==> src/rtl/irq_pacer_pkg.sv <==
package irq_pacer_pkg;

    typedef enum logic [2:0] {
        ADJ_KEEP,
        ADJ_SAT,
        ADJ_DOUBLE,
        ADJ_INC,
        ADJ_DEC,
        ADJ_HALF
    } adj_e;

    // Selects the window-end action from the issued count and the target.
    function automatic adj_e pick_adj(input int unsigned cnt, input int unsigned rate);
        if (2 * cnt > 3 * rate)
            return ADJ_DOUBLE;
        else if (cnt > rate)
            return ADJ_INC;
        else if (2 * cnt < rate)
            return ADJ_HALF;
        else if (cnt < rate)
            return ADJ_DEC;
        else
            return ADJ_KEEP;
    endfunction

    // Applies an action to a delay, keeping the result inside 0..sat.
    function automatic int unsigned apply_adj(input adj_e act, input int unsigned d,
                                              input int unsigned sat);
        int unsigned r;
        case (act)
            ADJ_SAT:    r = sat;
            ADJ_DOUBLE: r = (d == 0) ? 1 : 2 * d;
            ADJ_INC:    r = d + 1;
            ADJ_DEC:    r = (d == 0) ? 0 : d - 1;
            ADJ_HALF:   r = d >> 1;
            default:    r = d;
        endcase
        return (r > sat) ? sat : r;
    endfunction

endpackage

==> src/rtl/pacer_prescaler.sv <==
module pacer_prescaler #(
    parameter int DIV = 400
) (
    input  logic clk,
    input  logic rst,
    output logic tick
);
    generate
        if (DIV <= 1) begin : g_pass
            assign tick = 1'b1;
        end else begin : g_div
            localparam int CW = $clog2(DIV);
            logic [CW-1:0] cnt_q;
            always_ff @(posedge clk) begin
                if (rst)
                    cnt_q <= '0;
                else if (cnt_q == CW'(DIV - 1))
                    cnt_q <= '0;
                else
                    cnt_q <= cnt_q + 1'b1;
            end
            assign tick = (cnt_q == CW'(DIV - 1));
        end
    endgenerate
endmodule

==> src/rtl/pacer_gate.sv <==
module pacer_gate #(
    parameter int DLY_W     = 9,
    parameter int SAT_TICKS = 256
) (
    input  logic             clk,
    input  logic             rst,
    input  logic             tick,
    input  logic             event_in,
    input  logic             irq_ack,
    input  logic             en,
    input  logic             sat_now,
    input  logic [DLY_W-1:0] delay,
    output logic             want,
    output logic             fire,
    output logic             irq_out
);
    logic [DLY_W-1:0] hold_q;
    logic             pend_q;
    logic             irq_q;
    logic             acked;

    assign acked   = irq_q && irq_ack;
    assign want    = !irq_q && (pend_q || event_in) && (hold_q == '0 || !en);
    assign fire    = want && !sat_now;
    assign irq_out = irq_q;

    always_ff @(posedge clk) begin
        if (rst) begin
            irq_q  <= 1'b0;
            pend_q <= 1'b0;
            hold_q <= '0;
        end else begin
            if (fire)
                irq_q <= 1'b1;
            else if (acked)
                irq_q <= 1'b0;

            if (fire)
                pend_q <= 1'b0;
            else if (event_in)
                pend_q <= 1'b1;

            if (sat_now)
                hold_q <= DLY_W'(SAT_TICKS);
            else if (acked)
                hold_q <= en ? delay : '0;
            else if (!en)
                hold_q <= '0;
            else if (tick && hold_q != '0)
                hold_q <= hold_q - 1'b1;
        end
    end

    // a new interrupt only rises once the hold has run out (or pacing is off)
    assert_rise_after_hold_R4: assert property (@(posedge clk) disable iff (rst)
        $rose(irq_q) |-> $past(hold_q == '0 || !en));

    // the line is held until acknowledged
    assert_hold_until_ack_R3: assert property (@(posedge clk) disable iff (rst)
        (irq_q && !irq_ack) |=> irq_q);

    // an acknowledge drops the line at that edge
    assert_ack_drops_R3: assert property (@(posedge clk) disable iff (rst)
        (irq_q && irq_ack) |=> !irq_q);

endmodule

==> src/rtl/pacer_adapt.sv <==
module pacer_adapt
    import irq_pacer_pkg::*;
#(
    parameter int RATE_W       = 8,
    parameter int CNT_W        = 10,
    parameter int DLY_W        = 9,
    parameter int WINDOW_TICKS = 250,
    parameter int SAT_TICKS    = 256
) (
    input  logic              clk,
    input  logic              rst,
    input  logic              tick,
    input  logic [RATE_W-1:0] rate,
    input  logic              want,
    input  logic              fire,
    output logic              en,
    output logic              sat_now,
    output logic [DLY_W-1:0]  delay,
    output logic [CNT_W-1:0]  count
);
    localparam int WIN_W = (WINDOW_TICKS > 1) ? $clog2(WINDOW_TICKS) : 1;

    logic [WIN_W-1:0] win_q;
    logic [CNT_W-1:0] cnt_q;
    logic [DLY_W-1:0] dly_q;
    logic [CNT_W-1:0] limit;
    logic             win_end;
    adj_e             act;

    assign en      = (rate != '0);
    assign limit   = CNT_W'({rate, 1'b0});
    assign sat_now = en && want && (cnt_q >= limit);
    assign win_end = en && tick && (win_q == WIN_W'(WINDOW_TICKS - 1));
    assign act     = pick_adj(32'(cnt_q), 32'(rate));
    assign delay   = dly_q;
    assign count   = cnt_q;

    always_ff @(posedge clk) begin
        if (rst || !en) begin
            win_q <= '0;
            cnt_q <= '0;
            dly_q <= '0;
        end else if (sat_now) begin
            win_q <= '0;
            cnt_q <= '0;
            dly_q <= DLY_W'(apply_adj(ADJ_SAT, 32'(dly_q), SAT_TICKS));
        end else begin
            if (tick)
                win_q <= win_end ? '0 : win_q + 1'b1;
            if (win_end) begin
                cnt_q <= fire ? CNT_W'(1) : '0;
                dly_q <= DLY_W'(apply_adj(act, 32'(dly_q), SAT_TICKS));
            end else if (fire) begin
                cnt_q <= cnt_q + 1'b1;
            end
        end
    end

    // the delay never leaves its clamp range
    assert_delay_clamp_R8: assert property (@(posedge clk) disable iff (rst)
        dly_q <= DLY_W'(SAT_TICKS));

    // an overrun installs the saturation delay and clears the window count
    assert_overrun_sat_R9: assert property (@(posedge clk) disable iff (rst)
        sat_now |=> (dly_q == DLY_W'(SAT_TICKS)) && (cnt_q == '0));

    // pacing off forces the delay to zero
    assert_disabled_zero_R10: assert property (@(posedge clk) disable iff (rst)
        !en |=> (dly_q == '0));

    // the delay only moves at a window end, an overrun, or when disabled
    assert_delay_moves_R5: assert property (@(posedge clk) disable iff (rst)
        !$stable(dly_q) |-> $past(win_end || sat_now || !en));

endmodule

==> src/rtl/irq_pacer.sv <==
module irq_pacer #(
    parameter int PRESCALE_DIV = 400,
    parameter int RATE_W       = 8,
    parameter int WINDOW_TICKS = 250,
    parameter int SAT_TICKS    = 256,
    localparam int DLY_W       = $clog2(SAT_TICKS + 1),
    localparam int CNT_W       = RATE_W + 2
) (
    input  logic              clk,
    input  logic              rst,
    input  logic              event_in,
    input  logic              irq_ack,
    input  logic [RATE_W-1:0] target_rate,
    output logic              irq_out,
    output logic [DLY_W-1:0]  cur_delay,
    output logic [CNT_W-1:0]  win_count
);
    logic             tick;
    logic             en;
    logic             want;
    logic             fire;
    logic             sat_now;
    logic [DLY_W-1:0] delay;
    logic [CNT_W-1:0] count;

    pacer_prescaler #(.DIV(PRESCALE_DIV)) u_presc (
        .clk  (clk),
        .rst  (rst),
        .tick (tick)
    );

    pacer_adapt #(
        .RATE_W       (RATE_W),
        .CNT_W        (CNT_W),
        .DLY_W        (DLY_W),
        .WINDOW_TICKS (WINDOW_TICKS),
        .SAT_TICKS    (SAT_TICKS)
    ) u_adapt (
        .clk     (clk),
        .rst     (rst),
        .tick    (tick),
        .rate    (target_rate),
        .want    (want),
        .fire    (fire),
        .en      (en),
        .sat_now (sat_now),
        .delay   (delay),
        .count   (count)
    );

    pacer_gate #(
        .DLY_W     (DLY_W),
        .SAT_TICKS (SAT_TICKS)
    ) u_gate (
        .clk      (clk),
        .rst      (rst),
        .tick     (tick),
        .event_in (event_in),
        .irq_ack  (irq_ack),
        .en       (en),
        .sat_now  (sat_now),
        .delay    (delay),
        .want     (want),
        .fire     (fire),
        .irq_out  (irq_out)
    );

    assign cur_delay = delay;
    assign win_count = count;

    // all outputs are quiet on the edge after reset
    assert_reset_quiet_R1: assert property (@(posedge clk)
        $past(rst) |-> (!irq_out && cur_delay == '0 && win_count == '0));

endmodule

==> config.mk <==
export PLATFORM = sky130hd
export DESIGN_NAME = irq_pacer
export DESIGN_NICKNAME = d
export VERILOG_FILES = /design/src/rtl/irq_pacer_pkg.sv /design/src/rtl/pacer_prescaler.sv /design/src/rtl/pacer_gate.sv /design/src/rtl/pacer_adapt.sv /design/src/rtl/irq_pacer.sv
export SDC_FILE = /design/constraint.sdc
export NUM_CORES = 1
export LEC_CHECK = 0
export BUFFER_PORTS_ARGS = -buffer_cell sky130_fd_sc_hd__buf_4
export CAP_MARGIN = 10
export CELL_PAD_IN_SITES_DETAIL_PLACEMENT = 1
export CELL_PAD_IN_SITES_GLOBAL_PLACEMENT = 2
export CORE_MARGIN = 5
export CORE_UTILIZATION = 39
export CTS_CLUSTER_DIAMETER = 150
export DETAILED_ROUTE_END_ITERATION = 10
export PLACE_DENSITY = 0.91
export SETUP_SLACK_MARGIN = 0.4
export SYNTH_ARGS = -nofsm -noshare
export SYNTH_HDL_FRONTEND = slang
export SYNTH_SLANG_ARGS = --single-unit
==> constraint.sdc <==
create_clock -name clk -period 12.3 [get_ports clk]
set_clock_uncertainty 0.1 [all_clocks]
set_input_delay 2.46 -clock clk [delete_from_list [all_inputs] [get_ports clk]]
set_output_delay 2.46 -clock clk [all_outputs]
set_load 0.02 [all_outputs]
==> results.json, run 1 <==
{
  "maxCapViolCount": 0,
  "die_h_um": 112,
  "synth_top_family_by_area": "simple AND/OR/NAND/NOR gates",
  "synth_largest_area_cell": "dfxtp_1",
  "internal_power_uw": 296,
  "grt_pass1_vias": 4166,
  "rsz0062_at_grt": "false",
  "r2r.worst_path.cells": 11,
  "port_buffers": 31,
  "ctsResizeCount": 0,
  "path_cells": "buf_4, ha_1, a21o_1, a21oi_1, o21bai_1, a21oi_1, o21bai_1, a21oi_1, xnor2_1, ha_1, a21o_1, a211oi_2, o2111ai_2, and2_1, a221o_1, or4b_1, o21ai_1, and3_1, nand4_1, a21oi_1",
  "crit_path_end_kind": "register",
  "switchingPower_uw": 177,
  "cpMostUsedCell": "a21oi_1",
  "grt_max_degree": 17,
  "finalWirelength_mm": 12.7,
  "dpl.hpwl_mm": 9.70,
  "fp-row-count": 37,
  "final_area_sq_um": 4510,
  "slowest_delay_ps": 500,
  "synth_area_sq_um": 4070,
  "start_util_pct": 39.6,
  "cts_sinks": 47,
  "met2_usage_pct": 35.5,
  "setup.worst_path.start": "target_rate[1]",
  "yosysUniqueCellTypes": 65,
  "synth_simple_gate_area_share_pct": 27.2,
  "gr-max-usage-layer": "met2",
  "slew_headroom_pct": 51.5,
  "vias": 3998,
  "drtIter0Drc": 171,
  "synth_ff_type": "dfxtp_1",
  "ys_ff_latch": 47,
  "muxShareOfSynthArea_pct": 0.276,
  "use_met3_pct": 2.53,
  "crit_arrival_ps": 6900,
  "io_pins": 32,
  "nets": 610,
  "power_density_nw_per_um2": 105,
  "ant_nets": 0,
  "synth_edf_count": 0,
  "place_area_sq_um": 4400,
  "clkPwrFrac_pct": 25.3,
  "async_reset_ff_share_pct": 0,
  "drive_above_1_share_pct": 9.52,
  "finish.utilization_pct": 43.9,
  "viasPerCell": 5.86,
  "multi_input_area_sq_um": 2950,
  "grt_first_pass_wirelength_mm": 20.8,
  "yosysWarnings": 0,
  "r2r_end": "u_adapt.delay[4]$_SDFFE_PP0P_",
  "power_leakage_nw": 1.91,
  "dieWidth_um": 112,
  "hold_path.class": "reg2reg",
  "hold_violations": 0,
  "cts_made_buffers": 5,
  "setup-violations-final": 0,
  "ir_worst_vdd_mv": 0.0541,
  "clk_pin_slew_ps": 100,
  "routedWlPerCell_um": 18.6,
  "grtUsageTotal_pct": 19.7,
  "tritoncts": "done",
  "slew_viol_final": 0,
  "crit_fanout": 11,
  "p_sw_share_pct": 37.4,
  "cts_root_buf": "clkbuf_8",
  "drtPass1Iterations": 4,
  "area_growth_syn_to_layout_pct": 10.7,
  "place_congestion": 0.876,
  "core-area_sq_um": 10300,
  "synth_xor_area_share_pct": 7.52,
  "worst_slew_pin_slew_ps": 718,
  "fin_crit_ps": 6750,
  "synthCells": 528,
  "synthAdderAreaFrac_pct": 16.5,
  "diodes": 0,
  "grt-ovfl-total": 0,
  "syn_area_per_cell_sq_um": 7.72,
  "ys_seq_area_share_pct": 23.1,
  "antenna_found_initial": 0,
  "start_kind": "input port",
  "r2r_start": "u_adapt.count[3]$_SDFFE_PP0P_",
  "crit_slowest_cell": "or4b_1",
  "synth_commonest_cells": "nor2_1, ha_1, dfxtp_1",
  "power_frac_seq_pct": 38.2,
  "cts_max_path_buffers": 2,
  "power_frac_comb_pct": 36.5,
  "endpoint": "u_adapt.delay[4]$_SDFFE_PP0P_",
  "critPathRequiredTime_ps": 12450,
  "nFillCells": 1308,
  "syn_nets": 593,
  "drt_drc_violations_left": 0,
  "clk_latency_ps": 310,
  "finalCritPeriodShare_pct": 54.9,
  "path_class": "in2reg",
  "synth-compound-area-share_pct": 21.0,
  "post_cts_buffers": 0,
  "regArea_sq_um": 941,
  "holdWs_ps": 367,
  "met1_usage_pct": 25.4,
  "fin_tns_setup_ps": 0,
  "rrSetupSlack_ps": 8660,
  "fmax_ghz": 0.148,
  "synth_top_area_share_pct": 23.1,
  "die_area_sq_um": 12600,
  "hold_depth": 1,
  "synth.area.top_cells": "dfxtp_1, ha_1, nor2_1",
  "synthMostInstantiatedCell": "nor2_1",
  "outcome": "finished clean",
  "postCtsHoldBufs": 0,
  "cts-htree-levels": 2
}
==> worst min path at each step <==
| stage | start | end | slack (ps) |
|---|---|---|---|
| after detailed placement | u_presc.g_div.cnt_q[0]$_SDFF_PP0_ | u_presc.g_div.cnt_q[0]$_SDFF_PP0_ | 360 |
| final | u_presc.g_div.cnt_q[0]$_SDFF_PP0_ | u_presc.g_div.cnt_q[0]$_SDFF_PP0_ | 370 |
| after global placement | u_presc.g_div.cnt_q[0]$_SDFF_PP0_ | u_presc.g_div.cnt_q[0]$_SDFF_PP0_ | 330 |
| after floorplan | u_presc.g_div.cnt_q[0]$_SDFF_PP0_ | u_presc.g_div.cnt_q[0]$_SDFF_PP0_ | 320 |
| after CTS | u_presc.g_div.cnt_q[0]$_SDFF_PP0_ | u_presc.g_div.cnt_q[0]$_SDFF_PP0_ | 380 |
| after global routing | u_presc.g_div.cnt_q[0]$_SDFF_PP0_ | u_presc.g_div.cnt_q[0]$_SDFF_PP0_ | 400 |
==> sequential cells by signal (all words and copies together) (netlist names) <==
| name | count |
|---|---|
| u_gate.irq_out | 1 |
| u_presc.g_div.cnt_q | 9 |
| u_gate.pend_q | 1 |
| u_adapt.win_q | 8 |
| u_adapt.count | 10 |
| u_gate.hold_q | 9 |
| u_adapt.delay | 9 |
==> power by group through the flow <==
stage / clock network [mW] / registers (mW) / logic [mW]
2_1_floorplan: 0 / 0.183 / 0.126
3_3_place_gp: 0 / 0.184 / 0.166
3_5_place_dp: 0 / 0.184 / 0.172
4_1_cts: 0.120 / 0.181 / 0.173
5_1_grt: 0.127 / 0.183 / 0.193
6_report: 0.119 / 0.181 / 0.173
==> area by class of cell <==
cell class	count	area share (%)
Tap cell	136	3.77
Clock buffer	5	1.53
Clock inverter	3	1.03
Multi-Input combinational cell	433	65.4
Inverter	27	2.25
Timing Repair Buffer	31	5.16
Sequential cell	47	20.9
==> per-layer routing <==
| layer | up-vias | part of all wire (%) |
|---|---|---|
| li1 | 1958 | - |
| met2 | 69 | 49 |
| met5 | - | 0 |
| met4 | 0 | 1.2 |
| met3 | 12 | 2.9 |
| met1 | 1959 | 47 |
==> stage by stage <==
step,cells,worst slack (ps),power (mW)
after floorplan,528,5970,0.309
after global placement,674,5440,0.349
after detailed placement,674,5310,0.356
after CTS,682,5610,0.474
after global routing,682,5260,0.504
final,682,5550,0.473
==> logic make-up after synthesis <==
family	after synthesis
buf+inv	48
fa+ha+maj	53
flops	47
mux	1
xor+xnor	35
compound gates	127
simple gates	217
==> layout by cell type (no fill, tap or decap), types with 22 or more instances in the layout <==
master	netlist	routed
a21oi_1	35	35
nor2_1	68	68
nand3_1	22	22
buf_4	0	31
dfxtp_1	47	47
inv_1	27	27
o21ai_0	28	28
ha_1	52	52
xnor2_1	24	24
nand2_1	39	39
==> critical path, delay by kind of cell <==
family	cells	cell delay, ps
fa+ha+maj	2	550
buf+inv	1	130
simple gates	4	1170
compound gates	12	2450
xor+xnor	1	140
(Power assumes the default switching activity.)
==> inputs of run 2 (changes only) <==
--- a/config.mk
+++ b/config.mk
@@ -5,15 +5,16 @@
 export SDC_FILE = /design/constraint.sdc
 export NUM_CORES = 1
 export LEC_CHECK = 0
+export ABC_AREA = 1
 export BUFFER_PORTS_ARGS = -buffer_cell sky130_fd_sc_hd__buf_4
 export CAP_MARGIN = 10
 export CELL_PAD_IN_SITES_DETAIL_PLACEMENT = 1
 export CELL_PAD_IN_SITES_GLOBAL_PLACEMENT = 2
 export CORE_MARGIN = 5
-export CORE_UTILIZATION = 39
+export CORE_UTILIZATION = 34
 export CTS_CLUSTER_DIAMETER = 150
 export DETAILED_ROUTE_END_ITERATION = 10
-export PLACE_DENSITY = 0.91
+export PLACE_DENSITY = 0.86
 export SETUP_SLACK_MARGIN = 0.4
 export SYNTH_ARGS = -nofsm -noshare
 export SYNTH_HDL_FRONTEND = slang
==> constraint.sdc (replaced) <==
create_clock -name clk -period 6.6 [get_ports clk]
set_clock_uncertainty 0.1 [all_clocks]
set_input_delay 1.32 -clock clk [delete_from_list [all_inputs] [get_ports clk]]
set_output_delay 1.32 -clock clk [all_outputs]
set_load 0.02 [all_outputs]
==> run 2 against run 1 <==
Compared with the run above: total power increased by 99%; worst hold slack about the same; combinational power increased by 83%; routed wire length is 4.0% higher; die area grew 19%; cell count up 25%; count of clock-buffer cells in the layout did not move; critical path type unchanged; non-clock buffer count stayed put; clock power increased by 150%; largest power group unchanged.
==> results.json, run 2 <==
{
  "crit_slowest_cell": "ha_1",
  "drtIter0Drc": 209,
  "post-place-ws_ps": 1330,
  "diodes": 0,
  "dpl.hpwl_mm": 10.6,
  "cpLargestDelayFamily": "simple AND/OR/NAND/NOR gates",
  "tritoncts": "done",
  "io_pins": 32,
  "fp-row-count": 41,
  "total_power_uw": 943,
  "synthCells": 650,
  "synth_top_area_share_pct": 21.9,
  "postCtsHoldBufs": 0,
  "critPathRequiredTime_ps": 6730,
  "grt_max_degree": 26,
  "hold_path.class": "reg2reg",
  "antenna_found_initial": 0,
  "area_growth_syn_to_layout_pct": 12.6,
  "viasPerCell": 5.11,
  "drive_above_1_share_pct": 9.59,
  "power_frac_seq_pct": 35.5,
  "drtPass1Iterations": 4,
  "cts_root_buf": "clkbuf_16",
  "fin_ws_ps": 1630,
  "ctsResizeCount": 0,
  "start_kind": "input port",
  "mostFrequentLayoutCell": "nand2_1",
  "internal_power_uw": 603,
  "holdWs_ps": 367,
  "synth_ff_type": "dfxtp_1",
  "placed_cells": 842,
  "crit_path_end_kind": "register",
  "drt_drc_violations_left": 0,
  "yosysWarnings": 0,
  "clk_latency_ps": 290,
  "cts-htree-levels": 2,
  "finalWirelength_mm": 13.2,
  "fin_crit_ps": 4970,
  "power_density_nw_per_um2": 195,
  "grt-ovfl-total": 0,
  "setup-violations-final": 0,
  "ir_worst_vdd_mv": 0.101,
  "syn_area_per_cell_sq_um": 6.61,
  "slew_viol_final": 0,
  "synth.area.top_cells": "dfxtp_1, ha_1, nand2_1",
  "grtUsageTotal_pct": 18.3,
  "nets": 742,
  "die_h_um": 122,
  "regArea_sq_um": 941,
  "power_leakage_nw": 2.27,
  "dieWidth_um": 122,
  "synth_edf_count": 0,
  "post_cts_buffers": 0,
  "p_sw_share_pct": 36.0,
  "hold_violations": 0,
  "outcome": "finished clean",
  "switchingPower_uw": 340,
  "start_util_pct": 34.3,
  "clkPwrFrac_pct": 31.0,
  "synth_commonest_cells": "nand2_1, nor2_1, inv_1",
  "cts_made_buffers": 5,
  "port_buffers": 31,
  "largest_register_ffs": 10,
  "critPathBufInv": 4,
  "routedWlPerCell_um": 15.5,
  "synth_largest_area_cell": "dfxtp_1",
  "clk_pin_slew_ps": 70,
  "grt_pass1_vias": 4508,
  "fin_tns_setup_ps": 0,
  "cts_sinks": 47,
  "async_reset_ff_share_pct": 0,
  "cpMostUsedCell": "nand2_1",
  "yosysUniqueCellTypes": 42,
  "synth_area_sq_um": 4290,
  "finalCritPeriodShare_pct": 75.4,
  "maxCapViolCount": 0,
  "layout.cells.non_filler": 850,
  "grt_first_pass_wirelength_mm": 22.2,
  "ys_seq_area_share_pct": 21.9,
  "ys_ff_latch": 47,
  "power_frac_comb_pct": 33.5,
  "place_congestion": 0.929,
  "slew_headroom_pct": 62.2,
  "syn_nets": 715,
  "multi_input_area_sq_um": 2930,
  "layout_common_cells": "nand2_1, nor2_1, inv_1",
  "worst_slew_pin_slew_ps": 565,
  "cts_max_path_buffers": 2,
  "crit_arrival_ps": 5100,
  "fmax_ghz": 0.201,
  "core-area_sq_um": 12500,
  "crit_fanout": 25,
  "synthMostInstantiatedCell": "nand2_1",
  "rsz0062_at_grt": "false",
  "slowest_delay_ps": 310,
  "ant_nets": 0,
  "nFillCells": 1671,
  "vias": 4341,
  "path_class": "in2reg",
  "die_area_sq_um": 15000
}
run 2: cell types whose count changed in the layout (fill, tap and decap cells not counted), sizes merged, moves of 12 or more:
cell,before,now
nor2,68,92
a21oi,36,50
nand2,39,141
inv,28,92
nand3,22,39
nor4,15,3
xnor2,24,7
run 2: per-stage QoR:
step,area (sq um),util [%]
2_1_floorplan,4290,-
3_3_place_gp,4670,37.3
3_5_place_dp,4670,37.3
4_1_cts,4840,38.6
5_1_grt,4840,38.6
6_report,4840,38.6
run 2: routing by layer:
| metal | GRT usage (%) | share of wire, % | vias to the layer above |
|---|---|---|---|
| met1 | 23.8 | 47 | 2078 |
| met3 | 2.95 | 2.6 | 14 |
| met4 | 3.08 | 0.88 | 0 |
| li1 | - | - | 2198 |
| met5 | 0 | 0 | - |
| met2 | 32.4 | 50 | 51 |
run 2: worst paths after layout:
path,cells past startpoint,slack (ps),endpoint,from
setup / recovery,25,1630,u_adapt.delay[4]$_SDFFE_PP0P_,target_rate[3]
hold / removal,1,370,u_presc.g_div.cnt_q[0]$_SDFF_PP0_,u_presc.g_div.cnt_q[0]$_SDFF_PP0_
setup reg to reg,16,3550,u_adapt.delay[4]$_SDFFE_PP0P_,u_adapt.count[5]$_SDFFE_PP0P_
hold reg to reg,1,370,u_presc.g_div.cnt_q[0]$_SDFF_PP0_,u_presc.g_div.cnt_q[0]$_SDFF_PP0_
run 2: logic make-up after synthesis:
| family | count (synthesis) | share of synthesized area, % |
|---|---|---|
| buf+inv | 105 | 9.96 |
| simple gates | 324 | 34.8 |
| compound gates | 98 | 13.0 |
| fa+ha+maj | 53 | 15.6 |
| flops | 47 | 21.9 |
| xor+xnor | 23 | 4.69 |
run 2: layout make-up:
type / count / share of cell area, %
clock buffers: 5 / 2.59
well taps: 172 / 4.45
multi-input cells: 498 / 60.5
repair buffers: 31 / 4.81
inverters: 94 / 7.30
flip-flops and latches: 47 / 19.5
clock inverters: 3 / 0.906
run 2: power groups by stage:
stage	Combinational [mW]	Clock, mW	Sequential [mW]
after floorplan	0.226	0	0.342
after CTS	0.320	0.300	0.335
final	0.316	0.293	0.335
after global routing	0.365	0.317	0.340
after detailed placement	0.317	0	0.342
after global placement	0.304	0	0.340
